**src/rtl/pwm2code_pkg.sv**
```systemverilog
package pwm2code_pkg;
  localparam int unsigned CODE_W = 12;
  localparam int unsigned NB_W   = 4;

  typedef enum logic [1:0] {
    RES_8   = 2'b00,
    RES_10  = 2'b01,
    RES_12  = 2'b10,
    RES_12X = 2'b11
  } res_e;

  function automatic logic [NB_W-1:0] res_bits(input logic [1:0] sel);
    case (res_e'(sel))
      RES_8:   return NB_W'(8);
      RES_10:  return NB_W'(10);
      default: return NB_W'(12);
    endcase
  endfunction

  function automatic logic [CODE_W-1:0] full_scale(input logic [1:0] sel);
    return CODE_W'((1 << res_bits(sel)) - 1);
  endfunction
endpackage

```
**src/rtl/pwm2code_sync.sv**
```systemverilog
module pwm2code_sync #(
  parameter int unsigned STAGES = 2
) (
  input  logic clk_i,
  input  logic rst_ni,
  input  logic async_i,
  output logic lvl_o,
  output logic rise_o,
  output logic fall_o
);
  logic [STAGES-1:0] ff_q;
  logic              prev_q;

  always_ff @(posedge clk_i or negedge rst_ni) begin
    if (!rst_ni) begin
      ff_q   <= '0;
      prev_q <= 1'b0;
    end else begin
      ff_q   <= {ff_q[STAGES-2:0], async_i};
      prev_q <= ff_q[STAGES-1];
    end
  end

  assign lvl_o  = ff_q[STAGES-1];
  assign rise_o = lvl_o & ~prev_q;
  assign fall_o = ~lvl_o & prev_q;

  // the level is held through a rise, so two rises cannot come back to back
  p_rise_spaced_r3: assert property (@(posedge clk_i) disable iff (!rst_ni)
    rise_o |=> !rise_o);
endmodule

```
**src/rtl/pwm2code_meter.sv**
```systemverilog
module pwm2code_meter #(
  parameter int unsigned IDLE_CYC = 4_250_000,
  parameter int unsigned CNT_W    = $clog2(IDLE_CYC + 1)
) (
  input  logic             clk_i,
  input  logic             rst_ni,
  input  logic             lvl_i,
  input  logic             rise_i,
  input  logic             fall_i,
  output logic             meas_v_o,
  output logic [CNT_W-1:0] hi_o,
  output logic [CNT_W-1:0] per_o,
  output logic             idle_v_o,
  output logic             idle_lvl_o
);
  localparam logic [CNT_W-1:0] CNT_MAX  = '1;
  localparam logic [CNT_W-1:0] QUIET_LM = CNT_W'(IDLE_CYC - 1);

  logic [CNT_W-1:0] per_q, hi_q, quiet_q;
  logic             armed_q, idle_q;

  always_ff @(posedge clk_i or negedge rst_ni) begin
    if (!rst_ni) begin
      per_q      <= '0;
      hi_q       <= '0;
      quiet_q    <= '0;
      armed_q    <= 1'b0;
      idle_q     <= 1'b0;
      meas_v_o   <= 1'b0;
      hi_o       <= '0;
      per_o      <= '0;
      idle_v_o   <= 1'b0;
      idle_lvl_o <= 1'b0;
    end else begin
      meas_v_o <= 1'b0;
      idle_v_o <= 1'b0;
      if (rise_i) begin
        if (armed_q) begin
          meas_v_o <= 1'b1;
          hi_o     <= hi_q;
          per_o    <= per_q;
        end
        armed_q <= 1'b1;
        per_q   <= CNT_W'(1);
        hi_q    <= CNT_W'(1);
        quiet_q <= '0;
        idle_q  <= 1'b0;
      end else begin
        if (per_q != CNT_MAX)         per_q <= per_q + 1'b1;
        if (lvl_i && hi_q != CNT_MAX) hi_q  <= hi_q + 1'b1;
        if (fall_i) begin
          quiet_q <= '0;
          idle_q  <= 1'b0;
        end else if (!idle_q) begin
          if (quiet_q == QUIET_LM) begin
            idle_q     <= 1'b1;
            idle_v_o   <= 1'b1;
            idle_lvl_o <= lvl_i;
            armed_q    <= 1'b0;   // an overlong period is dropped
          end else begin
            quiet_q <= quiet_q + 1'b1;
          end
        end
      end
    end
  end

  // a closed period always contains at least one low cycle
  p_meas_ratio_r2: assert property (@(posedge clk_i) disable iff (!rst_ni)
    meas_v_o |-> (hi_o < per_o));
  // idle entry and a measurement are never reported together
  p_idle_excl_r5: assert property (@(posedge clk_i) disable iff (!rst_ni)
    idle_v_o |-> !meas_v_o);
endmodule

```
**src/rtl/pwm2code_div.sv**
```systemverilog
module pwm2code_div
  import pwm2code_pkg::*;
#(
  parameter int unsigned CNT_W = 23
) (
  input  logic              clk_i,
  input  logic              rst_ni,
  input  logic              start_i,
  input  logic [1:0]        res_i,
  input  logic [CNT_W-1:0]  num_i,
  input  logic [CNT_W-1:0]  den_i,
  output logic              done_o,
  output logic [CODE_W-1:0] q_o
);
  logic [CNT_W:0]      rem_q, den_q, rem_sh;
  logic [CODE_W-1:0]   quo_q, fs;
  logic [NB_W-1:0]     cnt_q;
  logic [1:0]          res_q;
  logic                busy_q;

  assign rem_sh = {rem_q[CNT_W-1:0], 1'b0};
  assign fs     = full_scale(res_q);

  always_ff @(posedge clk_i or negedge rst_ni) begin
    if (!rst_ni) begin
      rem_q  <= '0;
      den_q  <= '0;
      quo_q  <= '0;
      cnt_q  <= '0;
      res_q  <= '0;
      busy_q <= 1'b0;
      done_o <= 1'b0;
    end else begin
      done_o <= 1'b0;
      if (start_i) begin
        rem_q  <= {1'b0, num_i};
        den_q  <= {1'b0, den_i};
        quo_q  <= '0;
        cnt_q  <= res_bits(res_i);
        res_q  <= res_i;
        busy_q <= 1'b1;
      end else if (busy_q) begin
        if (rem_sh >= den_q) begin
          rem_q <= rem_sh - den_q;
          quo_q <= {quo_q[CODE_W-2:0], 1'b1};
        end else begin
          rem_q <= rem_sh;
          quo_q <= {quo_q[CODE_W-2:0], 1'b0};
        end
        cnt_q <= cnt_q - 1'b1;
        if (cnt_q == NB_W'(1)) begin
          busy_q <= 1'b0;
          done_o <= 1'b1;
        end
      end
    end
  end

  assign q_o = (quo_q > fs) ? fs : quo_q;

  // a finished quotient fits the selected resolution
  p_quot_range_r11: assert property (@(posedge clk_i) disable iff (!rst_ni)
    done_o |-> (quo_q <= fs));
endmodule

```
**src/rtl/pwm2code.sv**
```systemverilog
module pwm2code
  import pwm2code_pkg::*;
#(
  parameter int unsigned IDLE_CYC    = 4_250_000,
  parameter int unsigned SYNC_STAGES = 2
) (
  input  logic              clk_i,
  input  logic              rst_ni,
  input  logic              pwm_i,
  input  logic              hold_mode_i,
  input  logic [1:0]        res_sel_i,
  output logic [CODE_W-1:0] code_o,
  output logic              upd_o,
  output logic              oe_o
);
  localparam int unsigned CNT_W = $clog2(IDLE_CYC + 1);

  logic              lvl, rise, fall;
  logic              meas_v, idle_v, idle_lvl, div_done;
  logic [CNT_W-1:0]  hi_cnt, per_cnt;
  logic [CODE_W-1:0] div_q, code_q;
  logic              upd_q, oe_q;

  pwm2code_sync #(.STAGES(SYNC_STAGES)) u_sync (
    .clk_i, .rst_ni, .async_i(pwm_i),
    .lvl_o(lvl), .rise_o(rise), .fall_o(fall)
  );

  pwm2code_meter #(.IDLE_CYC(IDLE_CYC), .CNT_W(CNT_W)) u_meter (
    .clk_i, .rst_ni, .lvl_i(lvl), .rise_i(rise), .fall_i(fall),
    .meas_v_o(meas_v), .hi_o(hi_cnt), .per_o(per_cnt),
    .idle_v_o(idle_v), .idle_lvl_o(idle_lvl)
  );

  pwm2code_div #(.CNT_W(CNT_W)) u_div (
    .clk_i, .rst_ni, .start_i(meas_v), .res_i(res_sel_i),
    .num_i(hi_cnt), .den_i(per_cnt), .done_o(div_done), .q_o(div_q)
  );

  always_ff @(posedge clk_i or negedge rst_ni) begin
    if (!rst_ni) begin
      code_q <= '0;
      upd_q  <= 1'b0;
      oe_q   <= 1'b0;
    end else begin
      upd_q <= 1'b0;
      if (div_done) begin
        code_q <= div_q;
        upd_q  <= 1'b1;
        oe_q   <= 1'b1;
      end else if (idle_v) begin
        if (hold_mode_i) begin
          if (!idle_lvl) oe_q <= 1'b0;
        end else begin
          code_q <= idle_lvl ? full_scale(res_sel_i) : '0;
          upd_q  <= 1'b1;
          oe_q   <= 1'b1;
        end
      end
    end
  end

  assign code_o = code_q;
  assign upd_o  = upd_q;
  assign oe_o   = hold_mode_i ? oe_q : 1'b1;

  p_upd_enables_r8: assert property (@(posedge clk_i) disable iff (!rst_ni)
    upd_o |-> oe_o);
  p_idle_low_off_r8: assert property (@(posedge clk_i) disable iff (!rst_ni)
    (hold_mode_i && idle_v && !idle_lvl && !div_done) |=> !oe_q);
  p_hold_high_keep_r7: assert property (@(posedge clk_i) disable iff (!rst_ni)
    (hold_mode_i && idle_v && idle_lvl && !div_done) |=> ($stable(code_o) && !upd_o));
  p_trans_fs_r9: assert property (@(posedge clk_i) disable iff (!rst_ni)
    (!hold_mode_i && idle_v && idle_lvl && !div_done)
      |=> (code_o == full_scale($past(res_sel_i))));
  p_trans_zero_r10: assert property (@(posedge clk_i) disable iff (!rst_ni)
    (!hold_mode_i && idle_v && !idle_lvl && !div_done) |=> (code_o == '0));
  p_code_quiet_r3: assert property (@(posedge clk_i) disable iff (!rst_ni)
    !upd_o |-> $stable(code_o));
endmodule

```
**config.mk**
```make
export PLATFORM = sky130hd
export DESIGN_NAME = pwm2code
export DESIGN_NICKNAME = d
export VERILOG_FILES = /design/src/rtl/pwm2code_pkg.sv /design/src/rtl/pwm2code_sync.sv /design/src/rtl/pwm2code_meter.sv /design/src/rtl/pwm2code_div.sv /design/src/rtl/pwm2code.sv
export SDC_FILE = /design/constraint.sdc
export NUM_CORES = 1
export LEC_CHECK = 0
export ABC_CLOCK_PERIOD_IN_PS = 2850
export BUFFER_PORTS_ARGS = -buffer_cell sky130_fd_sc_hd__buf_2
export CAP_MARGIN = 20
export CORE_ASPECT_RATIO = 0.9
export CORE_MARGIN = 2
export CORE_UTILIZATION = 57
export DETAILED_ROUTE_END_ITERATION = 6
export HOLD_SLACK_MARGIN = 0.08
export PLACE_DENSITY = 0.82
export SLEW_MARGIN = 20
export SYNTH_ARGS = -nofsm -noshare
export SYNTH_HDL_FRONTEND = slang
export SYNTH_SLANG_ARGS = --single-unit
```
**constraint.sdc**
```tcl
create_clock -name clk_i -period 2.85 [get_ports clk_i]
set_clock_uncertainty 0.2 [all_clocks]
set_input_delay 0.57 -clock clk_i [delete_from_list [all_inputs] [get_ports clk_i]]
set_output_delay 0.57 -clock clk_i [all_outputs]
set_load 0.005 [all_outputs]
```
==> impl_metrics.py <==
metrics = {
    "run_status": {
        "status": "completed",
    },
    "job": {
        "max_cap_violations": 0,
    },
    "clock_network": {
        "clock_path_buffers": 3,
        "numCtsBuffers": 22,
        "cts_max_level": 1,
        "cts.sinks": 203,
        "clkLatencyLatePin_ns": 0.51,
        "root_buffer": "clkbuf_16",
        "path_clk_slew_ns": 0.07,
        "cts_tree": "built",
    },
    "placement": {
        "placed_cell_area_um2": 10800,
        "io_buffers": 19,
        "hpwl_mm": 15.3,
        "gp_congestion": 0.920,
        "placed_cells": 1270,
    },
    "worst_setup_path": {
        "cp.arrival_ns": 2.98,
        "crit_top_cell": "a21o_1",
        "required_ns": 3.04,
        "worstSetupEndpointType": "flop",
        "critical_path_class": "reg -> reg",
        "cpMaxStageDelayCell": "fa_1",
        "crit_path_max_incr_delay_ns": 0.50,
        "cp-start-kind": "flop",
        "critPathTopFamily": "compound AO/OA/AOI/OAI gates",
        "critPathBufInv": 2,
        "critPathMaxFanout": 9,
        "crit_chain": "inv_1 > fa_1 > nor3_1 > o32a_1 > a21o_1 > a31o_4 > buf_6 > mux2i_1 > a211oi_1 > a21o_1",
    },
    "timing": {
        "hold_violations": 0,
        "rsz0062_at_grt": "yes",
        "fmax_ghz": 0.359,
        "relSlewSlack": 0.518,
        "tightest_slew_ns": 0.723,
        "min_period_ns": 2.79,
        "slew_violations": 0,
        "period_share": 0.978,
        "finalSetupViolations": 0,
    },
    "global_routing": {
        "grt_max_degree": 71,
        "gr-usage-all-layers": 0.238,
        "grt_pass1_vias": 7541,
        "grt_first_pass_wirelength_mm": 37.2,
        "antenna_found_initial": 0,
        "grt_overflow_total": 0,
    },
    "die": {
        "rows": 46,
        "placeableCoreArea_um2": 17600,
        "fp.dieW_um": 145,
        "dieHeight_um": 131,
        "io-pin-count": 20,
        "start_util": 0.580,
        "dieArea_um2": 19000,
    },
    "synth": {
        "yosysWarnings": 0,
        "synth_nets": 1059,
        "syn_area_per_cell_um2": 10.0,
        "ys_types": 58,
        "syn_inst": 1016,
        "ys_seq_area_frac": 0.499,
        "yosys_register_bits": 203,
        "syn_area_um2": 10200,
        "synth-main-ff-cell": "dfrtp_1",
        "synth_edf_count": 0,
        "synth-async-reset-ratio": 1.00,
    },
    "finish": {
        "fin_util": 0.667,
        "antenna_cells": 0,
        "multi_input_area_um2": 4910,
        "final_area_um2": 11700,
        "drive_gt1_frac": 0.173,
        "area_growth_pct": 14.9,
        "fin_cells": 1317,
        "nFillCells": 1262,
        "num-nets-final": 1105,
        "register_area_um2": 5080,
    },
    "route": {
        "vias_per_cell": 5.88,
        "ant_nets": 0,
        "dr_total_vias": 7742,
        "wl_per_cell_um": 17.4,
        "finalWirelength_mm": 22.9,
        "firstDrtPassIters": 6,
        "drc": 0,
        "drt_iter0_drc": 526,
    },
    "power_and_ir_drop": {
        "powerDensity_nw_per_um2": 972,
        "seq_power_share": 0.334,
        "total_power_mw": 11.4,
        "p_leak_nw": 5.49,
        "internal_power_mw": 7.26,
        "vdd_drop_max_mv": 0.536,
        "p_sw_frac": 0.362,
        "p_switching_mw": 4.12,
        "clock_power_share": 0.251,
        "comb_power_share": 0.415,
    },
    "worst_hold_path": {
        "min-delay-path-class": "in -> reg",
    },
}
==> flip-flops by register name, summed over array words and instances (netlist names), 2 cells and up <==
register and count:
u_meter.quiet_q 23, u_div.rem_q 23, u_div.den_q 23, code_o 12
u_meter.hi_o 23, u_meter.per_q 23, u_div.quo_q 12, u_meter.hi_q 23
u_div.cnt_q 4, u_sync.ff_q 2, u_div.res_q 2, u_meter.per_o 23
==> cell usage after synthesis, types with 21 or more instances <==
master,n,share of area
nand3_1,24,0.012
ha_1,36,0.044
and3_1,21,0.013
mux2_2,48,0.053
a21o_1,21,0.015
dfrtp_1,203,0.50
a21oi_1,50,0.025
xor2_1,47,0.040
clkbuf_1,40,0.015
mux2i_1,25,0.025
nand4_1,24,0.015
xnor2_1,30,0.026
nor2_1,109,0.040
inv_1,43,0.016
o21ai_0,64,0.031
nand2_1,102,0.038
==> final timing paths <==
kind | from | endpoint | slack (ns) | cells past startpoint
max in group asynchronous | rst_ni | code_o[1]$_DFFE_PN0P_ | 1.28 | 3
setup / recovery | u_div.den_q[0]$_DFFE_PN0P_ | u_div.rem_q[3]$_DFFE_PN0P_ | 0.06 | 10
hold reg to reg | u_sync.ff_q[0]$_DFF_PN0_ | u_sync.ff_q[1]$_DFF_PN0_ | 0.16 | 0
hold / removal | res_sel_i[1] | u_div.cnt_q[1]$_DFFE_PN0P_ | 0.12 | 2
setup reg to reg | u_div.den_q[0]$_DFFE_PN0P_ | u_div.rem_q[3]$_DFFE_PN0P_ | 0.06 | 10
min in group asynchronous | rst_ni | u_meter.per_q[6]$_DFFE_PN0P_ | 0.44 | 2
==> cells in the final DEF, fill, tap and decap left out, types with 11 or more instances in the layout <==
master,n
inv_1,41
xor2_1,47
nand3_1,24
nand2_1,101
mux2_2,48
dfrtp_1,201
buf_4,39
a21oi_1,47
mux2i_1,25
o21ai_0,62
clkbuf_16,22
or3_1,11
a21o_1,21
xnor2_1,30
and3_1,21
ha_1,28
nand4_1,24
buf_2,18
nor2_1,108
nor3_1,12
==> what timing repair did <==
action	4_1_cts	5_1_grt
hold endpoints to repair	67	0
gates resized for setup	1	30
pin swaps	0	10
setup buffers	0	6
hold buffers	2	0
endpoints found under the setup margin	1	22
==> stage by stage <==
| step | TNS [ns] | worst slack [ns] | hold WS [ns] |
|---|---|---|---|
| 6_report | 0 | 0.0637 | 0.123 |
| 5_1_grt | -0.0490 | -0.0420 | 0.111 |
| 4_1_cts | 0 | 0.00420 | 0.111 |
| 3_5_place_dp | 0 | 0.00132 | 0.148 |
| 3_3_place_gp | 0 | 0.122 | 0.135 |
| 2_1_floorplan | 0 | 0.0329 | 0.0744 |
==> cell type report <==
class | instances | area share
inverter | 43 | 0.0138
clock inverter | 12 | 0.0104
timing repair buffer | 66 | 0.0436
sequential | 203 | 0.434
clock buffer | 27 | 0.0529
multi-input combinational | 726 | 0.420
tap | 240 | 0.0256
==> per-layer routing <==
layer | part of all wire | global-route usage | up-vias
met5 | 0 | 0 | -
met1 | 0.45 | 0.330 | 3850
met4 | 0.027 | 0.0879 | 0
met3 | 0.041 | 0.0274 | 45
li1 | - | - | 3644
met2 | 0.48 | 0.395 | 203
==> kinds of logic after synthesis <==
family / count (synthesis) / synth area share
flops: 203 / 0.499
xor+xnor: 77 / 0.0662
simple gates: 340 / 0.158
fa+ha+maj: 37 / 0.0462
compound gates: 199 / 0.121
buf+inv: 87 / 0.0323
mux: 73 / 0.0776
==> power by group through the flow <==
stage | Sequential [mW] | Clock, mW | Combinational (mW)
final | 3.80 | 2.85 | 4.72
after global routing | 3.85 | 3.02 | 5.17
after CTS | 3.78 | 2.90 | 4.35
after detailed placement | 3.81 | 0 | 4.31
after global placement | 3.79 | 0 | 4.12
after floorplan | 3.69 | 0 | 3.19
(Power assumes the default switching activity.)
